[src/rtl/msgcap_pkg.sv]
package msgcap_pkg;

    localparam int ADDR_W = 64;
    localparam int DATA_W = 32;
    localparam int CSR_AW = 8;

    // register offsets; the drain sequence depends on the last three
    localparam logic [CSR_AW-1:0] OFS_BASE_LO = 8'h04;
    localparam logic [CSR_AW-1:0] OFS_BASE_HI = 8'h08;
    localparam logic [CSR_AW-1:0] OFS_SIZE    = 8'h0C;
    localparam logic [CSR_AW-1:0] OFS_CTRL    = 8'h14;
    localparam logic [CSR_AW-1:0] OFS_STATUS  = 8'h18;
    localparam logic [CSR_AW-1:0] OFS_PAYLOAD = 8'h20;
    localparam logic [CSR_AW-1:0] OFS_ADDR_LO = 8'h24;
    localparam logic [CSR_AW-1:0] OFS_ADDR_HI = 8'h28;

    typedef struct packed {
        logic [DATA_W-1:0] data;
        logic [ADDR_W-1:0] addr;
    } msg_entry_t;

    // progress through the three-read drain sequence
    typedef enum logic [1:0] {
        SEQ_IDLE    = 2'd0,
        SEQ_GOT_PAY = 2'd1,
        SEQ_GOT_LO  = 2'd2
    } drain_seq_e;

    function automatic logic is_entry_reg(input logic [CSR_AW-1:0] a);
        return (a == OFS_PAYLOAD) || (a == OFS_ADDR_LO) || (a == OFS_ADDR_HI);
    endfunction

endpackage

[src/rtl/msgcap_window.sv]
module msgcap_window
    import msgcap_pkg::*;
(
    input  logic [ADDR_W-1:0] addr_i,
    input  logic [ADDR_W-1:0] base_i,
    input  logic [DATA_W-1:0] size_i,
    output logic              hit_o
);
    // one extra bit keeps base + size from wrapping at the top of the space
    logic [ADDR_W:0] limit;

    always_comb begin
        limit = {1'b0, base_i} + {{(ADDR_W-DATA_W+1){1'b0}}, size_i};
        hit_o = (addr_i >= base_i) && ({1'b0, addr_i} < limit);
    end

endmodule

[src/rtl/msgcap_queue.sv]
module msgcap_queue
    import msgcap_pkg::*;
#(
    parameter int DEPTH = 16
) (
    input  logic             clk,
    input  logic             rst,
    input  logic             push_i,
    input  msg_entry_t       push_entry_i,
    input  logic             pop_i,
    output msg_entry_t       head_o,
    output logic             empty_o,
    output logic             full_o,
    output logic [$clog2(DEPTH):0] count_o
);
    localparam int PW = $clog2(DEPTH);
    localparam logic [PW:0] FULL_CNT = (PW+1)'(DEPTH);
    localparam logic [PW-1:0] LAST_IDX = PW'(DEPTH - 1);

    msg_entry_t    slots [DEPTH];
    logic [PW-1:0] wr_ptr;
    logic [PW-1:0] rd_ptr;
    logic [PW:0]   cnt;
    logic          do_push;
    logic          do_pop;

    assign do_push = push_i && (cnt != FULL_CNT);
    assign do_pop  = pop_i && (cnt != '0);

    always_ff @(posedge clk) begin
        if (do_push) begin
            slots[wr_ptr] <= push_entry_i;
        end
    end

    always_ff @(posedge clk) begin
        if (rst) begin
            wr_ptr <= '0;
            rd_ptr <= '0;
            cnt    <= '0;
        end else begin
            if (do_push) begin
                wr_ptr <= (wr_ptr == LAST_IDX) ? '0 : wr_ptr + 1'b1;
            end
            if (do_pop) begin
                rd_ptr <= (rd_ptr == LAST_IDX) ? '0 : rd_ptr + 1'b1;
            end
            case ({do_push, do_pop})
                2'b10:   cnt <= cnt + 1'b1;
                2'b01:   cnt <= cnt - 1'b1;
                default: cnt <= cnt;
            endcase
        end
    end

    assign head_o  = slots[rd_ptr];
    assign empty_o = (cnt == '0);
    assign full_o  = (cnt == FULL_CNT);
    assign count_o = cnt;

endmodule

[src/rtl/msgcap_csr.sv]
module msgcap_csr
    import msgcap_pkg::*;
(
    input  logic              clk,
    input  logic              rst,
    input  logic              csr_wr_en,
    input  logic              csr_rd_en,
    input  logic [CSR_AW-1:0] csr_addr,
    input  logic [DATA_W-1:0] csr_wdata,
    output logic [DATA_W-1:0] csr_rdata,
    input  msg_entry_t        head_i,
    input  logic              empty_i,
    input  logic              loss_set_i,
    output logic [ADDR_W-1:0] base_o,
    output logic [DATA_W-1:0] size_o,
    output logic              enable_o,
    output logic              loss_o,
    output logic              pop_o
);
    logic [DATA_W-1:0] base_lo_q;
    logic [DATA_W-1:0] base_hi_q;
    logic [DATA_W-1:0] size_q;
    logic              enable_q;
    logic              loss_q;
    drain_seq_e        seq_q;
    logic [DATA_W-1:0] rd_val;
    logic              entry_rd;

    // configuration registers
    always_ff @(posedge clk) begin
        if (rst) begin
            base_lo_q <= '0;
            base_hi_q <= '0;
            size_q    <= '0;
            enable_q  <= 1'b0;
        end else if (csr_wr_en) begin
            case (csr_addr)
                OFS_BASE_LO: base_lo_q <= csr_wdata;
                OFS_BASE_HI: base_hi_q <= csr_wdata;
                OFS_SIZE:    size_q    <= csr_wdata;
                OFS_CTRL:    enable_q  <= csr_wdata[0];
                default:     ;
            endcase
        end
    end

    // sticky loss flag: a new drop wins over a clear in the same cycle
    always_ff @(posedge clk) begin
        if (rst) begin
            loss_q <= 1'b0;
        end else if (loss_set_i) begin
            loss_q <= 1'b1;
        end else if (csr_wr_en && (csr_addr == OFS_STATUS) && csr_wdata[1]) begin
            loss_q <= 1'b0;
        end
    end

    // drain sequence tracking; reads on an empty queue leave it alone
    assign entry_rd = csr_rd_en && !empty_i && is_entry_reg(csr_addr);

    always_ff @(posedge clk) begin
        if (rst) begin
            seq_q <= SEQ_IDLE;
        end else if (entry_rd) begin
            case (csr_addr)
                OFS_PAYLOAD: seq_q <= SEQ_GOT_PAY;
                OFS_ADDR_LO: seq_q <= (seq_q == SEQ_GOT_PAY) ? SEQ_GOT_LO : SEQ_IDLE;
                default:     seq_q <= SEQ_IDLE;
            endcase
        end
    end

    assign pop_o = entry_rd && (csr_addr == OFS_ADDR_HI) && (seq_q == SEQ_GOT_LO);

    always_comb begin
        case (csr_addr)
            OFS_BASE_LO: rd_val = base_lo_q;
            OFS_BASE_HI: rd_val = base_hi_q;
            OFS_SIZE:    rd_val = size_q;
            OFS_CTRL:    rd_val = {{(DATA_W-1){1'b0}}, enable_q};
            OFS_STATUS:  rd_val = {{(DATA_W-2){1'b0}}, loss_q, !empty_i};
            OFS_PAYLOAD: rd_val = empty_i ? '0 : head_i.data;
            OFS_ADDR_LO: rd_val = empty_i ? '0 : head_i.addr[DATA_W-1:0];
            OFS_ADDR_HI: rd_val = empty_i ? '0 : head_i.addr[ADDR_W-1:DATA_W];
            default:     rd_val = '0;
        endcase
    end

    always_ff @(posedge clk) begin
        if (rst) begin
            csr_rdata <= '0;
        end else if (csr_rd_en) begin
            csr_rdata <= rd_val;
        end
    end

    assign base_o   = {base_hi_q, base_lo_q};
    assign size_o   = size_q;
    assign enable_o = enable_q;
    assign loss_o   = loss_q;

endmodule

[src/rtl/msg_irq_capture.sv]
module msg_irq_capture
    import msgcap_pkg::*;
#(
    parameter int DEPTH = 16
) (
    input  logic              clk,
    input  logic              rst,
    input  logic              in_valid,
    input  logic [ADDR_W-1:0] in_addr,
    input  logic [DATA_W-1:0] in_data,
    input  logic              csr_wr_en,
    input  logic              csr_rd_en,
    input  logic [CSR_AW-1:0] csr_addr,
    input  logic [DATA_W-1:0] csr_wdata,
    output logic [DATA_W-1:0] csr_rdata,
    output logic              pending
);
    localparam int CW = $clog2(DEPTH) + 1;

    logic [ADDR_W-1:0] win_base;
    logic [DATA_W-1:0] win_size;
    logic              cap_enable;
    logic              win_hit;
    logic              accept;
    logic              q_push;
    logic              q_pop;
    logic              q_empty;
    logic              q_full;
    logic [CW-1:0]     q_count;
    logic              loss_set;
    logic              loss_flag;
    msg_entry_t        new_entry;
    msg_entry_t        q_head;

    msgcap_window u_window (
        .addr_i (in_addr),
        .base_i (win_base),
        .size_i (win_size),
        .hit_o  (win_hit)
    );

    assign accept    = cap_enable && win_hit;
    assign q_push    = in_valid && accept && !q_full;
    assign loss_set  = in_valid && accept && q_full;
    assign new_entry = '{data: in_data, addr: in_addr};

    msgcap_queue #(.DEPTH(DEPTH)) u_queue (
        .clk          (clk),
        .rst          (rst),
        .push_i       (q_push),
        .push_entry_i (new_entry),
        .pop_i        (q_pop),
        .head_o       (q_head),
        .empty_o      (q_empty),
        .full_o       (q_full),
        .count_o      (q_count)
    );

    msgcap_csr u_csr (
        .clk        (clk),
        .rst        (rst),
        .csr_wr_en  (csr_wr_en),
        .csr_rd_en  (csr_rd_en),
        .csr_addr   (csr_addr),
        .csr_wdata  (csr_wdata),
        .csr_rdata  (csr_rdata),
        .head_i     (q_head),
        .empty_i    (q_empty),
        .loss_set_i (loss_set),
        .base_o     (win_base),
        .size_o     (win_size),
        .enable_o   (cap_enable),
        .loss_o     (loss_flag),
        .pop_o      (q_pop)
    );

    assign pending = !q_empty;

endmodule

[config.mk]
export PLATFORM = sky130hd
export DESIGN_NAME = msg_irq_capture
export DESIGN_NICKNAME = d
export VERILOG_FILES = /design/src/rtl/msgcap_pkg.sv /design/src/rtl/msgcap_window.sv /design/src/rtl/msgcap_queue.sv /design/src/rtl/msgcap_csr.sv /design/src/rtl/msg_irq_capture.sv
export SDC_FILE = /design/constraint.sdc
export NUM_CORES = 2
export LEC_CHECK = 0
export ABC_CLOCK_PERIOD_IN_PS = 19210
export BUFFER_PORTS_ARGS = -buffer_cell sky130_fd_sc_hd__buf_2
export CORE_MARGIN = 4
export CORE_UTILIZATION = 60
export DETAILED_ROUTE_END_ITERATION = 8
export PLACE_DENSITY_LB_ADDON = 0.3
export RECOVER_POWER = 50
export SLEW_MARGIN = 20
export SYNTH_ARGS = -nofsm -noshare
export SYNTH_HDL_FRONTEND = slang
export SYNTH_HIERARCHICAL = 1
export SYNTH_SLANG_ARGS = --single-unit
[constraint.sdc]
create_clock -name clk -period 19.21 [get_ports clk]
set_input_delay 4.8025 -clock clk [delete_from_list [all_inputs] [get_ports clk]]
set_output_delay 4.8025 -clock clk [all_outputs]
set_load 0.05 [all_outputs]
Word-level counts from Yosys, hierarchy flattened
Memories as Yosys holds them, arrays and structs flattened. A register that Yosys moved wholly into a read port is not among the register bits. Cells that the tools add are included.

Input port bits: 141. Memories kept: 1. Logic and storage cells: 74. RAM bits: 1536. Flip-flop bits (word level): 145. Output and inout bits: 33.

Reduce and logical (&&, ||, !) cells: 25. $add $sub $neg: 5. Magnitude comparators: 2. Eq/ne operators: 16. Mux-type cells: 15.

Memory list: u_queue.slots (words 16, width 96, rd ports 1, clocked after memory_dff 1, write ports 1, line msgcap_queue.sv:20) `msg_entry_t slots [DEPTH];`.

Operator list (number): 32-bit one-hot mux with 8 select lines (1); 32-bit 2-to-1 mux (3); 64-bit by 32-bit adder with 65-bit output (1); 64-bit by 65-bit < comparator with 1-bit output (1); 64-bit >= comparator (1); 8-bit by 6-bit equality test with 1-bit output, second input constant (3); 8-bit by 4-bit equality test with 1-bit output, second input constant (2); 8-bit by 5-bit equality test with 1-bit output, second input constant (2); 4-bit 2-to-1 mux (4); 1-bit logical AND (13); 5-bit one-hot mux with 2 select lines (1); 4-bit by 1-bit adder with 4-bit output, second input constant (2); 4-bit equality test, second input constant (2); 8-bit by 3-bit equality test with 1-bit output, second input constant (1); 2-bit AND reduction (4); 5-bit by 1-bit adder with 5-bit output, second input constant (1); 5-bit equality test, second input constant (1); 5-bit logical NOT (1); 5-bit inequality test, second input constant (1); 5-bit nonzero test (1); 5-bit by 1-bit subtractor with 5-bit output, second input constant (1); 2-bit by 1-bit equality test with 1-bit output, second input constant (2); 2-bit equality test, second input constant (2); 1-bit 2-to-1 mux (4); 5 further kinds (8).

Depth between registers and ports, before layout
Depth after elaboration: 9. Mapped depth: 32. Mapped depth without buffers: 29.

Cells and area by module
Netlist, hierarchy kept.

By module, submodules not included: msgcap_queue (seq. area each 46464.6 µm², area each 58663.8 µm², instances 1, cells an instance 2243); msgcap_csr (seq. area each 2642.5 µm², area each 6154.7 µm², instances 1, cells an instance 763); msgcap_window (seq. area each 0.0 µm², area each 5432.7 µm², instances 1, cells an instance 713); msg_irq_capture (seq. area each 0.0 µm², area each 23.8 µm², instances 1, cells an instance 3).

Worst setup path before layout
OpenSTA, ideal clock, no wires.

Path type: input to register. Start: input in_addr[35]. End: memory u_queue/slots[0][0] in the netlist's numbering (enable). Slack: 1.337 ns. Stages on the path: 13. Arrival: 17.052 ns. Cell sequence: ha_1 -> nand2_1 -> or3_1 -> or4b_2 -> o221ai_1 -> nor3_1 -> o31ai_1 -> nand3_1 -> a2bb2oi_1 -> and4b_1 -> o21ai_1 -> buf_4 -> nor4b_1.

Longest elaborated chain between the ends: 8. Elaborated cells between the ends (all ways): 9. Classes of those cells: order compare (2); mux (2); reduce/logical (5).

Ends and longest elaborated chain: start, declared (line msg_irq_capture.sv:9) `input logic [ADDR_W-1:0] in_addr,`; 64-bit by 65-bit < comparator with 1-bit output or 64-bit >= comparator (tied branches) (line msgcap_window.sv:14) `hit_o = (addr_i >= base_i) && ({1'b0, addr_i} < limit);`; 1-bit logical AND * (line msgcap_window.sv:14); net win_hit (line msg_irq_capture.sv:23) `logic win_hit;`; 1-bit logical AND * (line msg_irq_capture.sv:42) `assign accept = cap_enable && win_hit;`; 1-bit logical AND * (2 in a row) (line msg_irq_capture.sv:43) `assign q_push = in_valid && accept && !q_full;`; net q_push (line msg_irq_capture.sv:25) `logic q_push;`; 1-bit logical AND * (line msgcap_queue.sv:27) `assign do_push = push_i && (cnt != FULL_CNT);`; 1-bit 2-to-1 mux * (line msgcap_queue.sv:31) `if (do_push) begin`; 1-bit 2-to-1 mux (not written as such) * (line msgcap_queue.sv:32) `slots[wr_ptr] <= push_entry_i;`; end, declared (line msgcap_queue.sv:20).

The timed path passes the listed nets; every way through them passes the cells marked *.

Worst setup path after layout
Start: input in_addr[0]. End: memory u_queue/slots[13][35] in the netlist's numbering (enable).

The elaborated chain is that of the path after synthesis.

==> reports/metrics.cfg <==
[drt]
routed_via_density=6.93
dr_total_vias=38900
routed_wl_mm=184
drc_errors=0
first_iter_violations=5234
wl_per_cell_um=32.9
dr.pass1.iters=6
drtAntennaViolNets=0

[layout]
final_core_util_pct=67.0
nets=4254
post_route_cells_drive_above_1_share_pct=22.3
final_area_um2=77800
final_cell_mix=1536 x edfxtp_1, 480 x mux4_2, 255 x nand2_1
final_cells=5609
area_growth_pct=10.8
nFillCells=7367
layout_commonest_cell=edfxtp_1
seq_area_um2=49100
multi_input_area_um2=19800

[global_route]
grt_max_degree=85
grtUsageMet1_pct=44.2
grt_pass1_vias=38500
antenna_found_initial=16
top_usage_layer=met2
met2_usage_pct=46.7
grt_use_met3_pct=7.68
grt_pass1_wl_mm=269
track_usage_pct=30.5
overflow=0

[timing]
fin_tns_setup_ns=0
drv_slew=158
fmax_mhz=95.6
rsz0062_at_grt=false
holdWs_ns=0.477
relSlewSlack_pct=-103
worst_slew_pin_slew_ns=3.04
layout_worst_path_cycle_share_pct=54.4
finalSetupViolCount=0
fin_skew_ns=0.0433
fin_crit_ns=10.46
hold_viol_final=0

[min_path]
hold_class=flop to flop
holdCritStartpoint=u_csr/seq_q[0]

[floorplan]
ioPinCount=174
die_w_um=350
initial_core_util_pct=60.5
die_h_um=350
placementRows=125
fp.coreArea_um2=116000
dieArea_um2=123000

[cts]
hold_buffers=0
htree_num_levels=4
tritoncts.num_buffers=165
cts_tree=yes
clk_latency_ns=0.78
cts_resized=0
clockBufferDepth=3
clock-root-buffer=clkbuf_16
post_cts_buffers=0
cts.clk_slew.worst_paths_ns=0.06
clock_sinks=1685

[placed_design]
dp_cells=5301
placed_cell_area_um2=72600
gp_congestion=0.927
port_buffers=173
place_hpwl_mm=105

[synthesis]
synth-edff-count=1536
synth-main-ff-cell=edfxtp_1
synth.avg_cell_area_um2=18.9
ys_seq_elements=1685
ys_seq_area_share_pct=69.9
syn_inst=3722
synthesis.area_um2=70300
yosys.cell_types.count=89
synth_top_cell_by_area=edfxtp_1
yosys_warnings=6
synthArstFlopShare_pct=0
synth_nets=4031
yosys-top-cells-area=edfxtp_1 66%, mux4_2 15%, dfxtp_1 4.2%
synth_top_area_share_pct=65.6

[flow_run]
cap_violations=3

[power]
power_density_nw_per_um2=94.6
swShare_pct=20.3
seqPwrFrac_pct=54.3
vdd_ir_drop_max_v=0.000104
clock_power_share_pct=43.8
intPower_mw=5.87
p_leak_nw=24.1
p_sw_mw=1.49
p_comb_share_pct=1.9

[worst_setup_path]
startpoint=in_addr[0]
path_cells=clkbuf_1, inv_1, ha_1, nor2b_1, o21ai_0, a21oi_1, o21ai_0, a21oi_1, o31ai_1, nand3_1, a2bb2oi_1, and4b_1, o21ai_2, nor2_1, and2_4, buf_4
cp.arrival_ns=10.84
crit_required_ns=19.59
crit_path_end_kind=flop
cp_num_buf_inv=3
critPathKind=primary input to flop
r2r_start=u_csr/base_lo_q[6]
cp_slowest_cell=buf_4
cp_top_family=compound AO/OA/AOI/OAI gates
start_kind=primary input
path_max_fanout=57
critPathMaxStageDelay_ns=1.02

[outcome]
violations=max-capacitance violations, max-slew violations
status=finished with violations

## synth_stat cells, drive strengths merged (14+ instances only)
cell type / number
nand2: 256
xnor2: 49
a21oi: 205
clkbuf: 94
and2: 15
mux2: 29
mux2i: 40
edfxtp: 1536
a21o: 37
buf: 95
inv: 80
nand3: 29
nor4b: 14
mux4: 480
o21ai: 71
nand4: 27
nor3: 16
nor4: 14
xor2: 18
a22o: 36
dfxtp: 149
ha: 167
nor2: 83
a22oi: 27
## worst paths after layout
check	slack, ns	endpoint	depth (start not counted)
setup / recovery	8.75	u_queue/slots[13][35]	16
hold / removal	0.48	u_csr/seq_q[0]	2
setup reg to reg	10.34	u_queue/slots[13][35]	23
hold reg to reg	0.48	u_csr/seq_q[0]	2
## cell type report
cell class | instances | area share [%]
diodes | 5 | 0.0161
clock buffers | 222 | 5.73
clock inverters | 80 | 1.17
inverters | 80 | 0.386
multi-input cells | 1768 | 25.5
flip-flops and latches | 1685 | 63.1
well taps | 1524 | 2.45
repair buffers | 245 | 1.66
## power groups by stage
| stage | registers [mW] | logic [mW] | clock network [mW] |
|---|---|---|---|
| after CTS | 3.99 | 0.142 | 3.27 |
| after detailed placement | 4.07 | 0.140 | 0 |
| after floorplan | 4.07 | 0.0463 | 0 |
| final | 4.00 | 0.141 | 3.23 |
| after global routing | 3.99 | 0.153 | 3.44 |
| after global placement | 4.07 | 0.136 | 0 |
## through the flow
stage / worst slack, ns / power [mW]
finish: 8.75 / 7.36
global route: 8.67 / 7.58
CTS: 9.22 / 7.40
detailed placement: 8.44 / 4.21
global placement: 8.58 / 4.21
floorplan: 1.34 / 4.12
## cell families after synthesis
group / count (synthesis) / synth area share, %
compound gates: 471 / 4.26
fa+ha+maj: 168 / 3.00
flops: 1685 / 69.9
mux: 549 / 16.4
xor+xnor: 67 / 0.835
simple gates: 513 / 3.60
buf+inv: 269 / 2.00
## tightest hold or removal path, stage by stage (launching register included)
cell and delay [ns]:
dfxtp_1 0.32, nand2_1 0.06, a21oi_1 0.05
## layer usage
layer | up-vias | routed length, µm
li1 | 15600 | -
met1 | 20100 | 69700
met2 | 2725 | 86000
met3 | 394 | 22800
met4 | 16 | 5820
met5 | - | 99
## sequential cells by signal, indices dropped and copies added (netlist names), named ones only
register / cells
u_queue/slots: 1536
u_csr/base_hi_q: 32
u_csr/base_lo_q: 32
u_csr/csr_rdata: 32
u_csr/size_o: 32
u_queue/count_o: 5
u_queue/rd_ptr: 4
u_queue/wr_ptr: 4
u_csr/seq_q: 2
u_csr/enable_o: 1
u_csr/loss_o: 1
No activity file was read; power rests on OpenSTA's default activity.
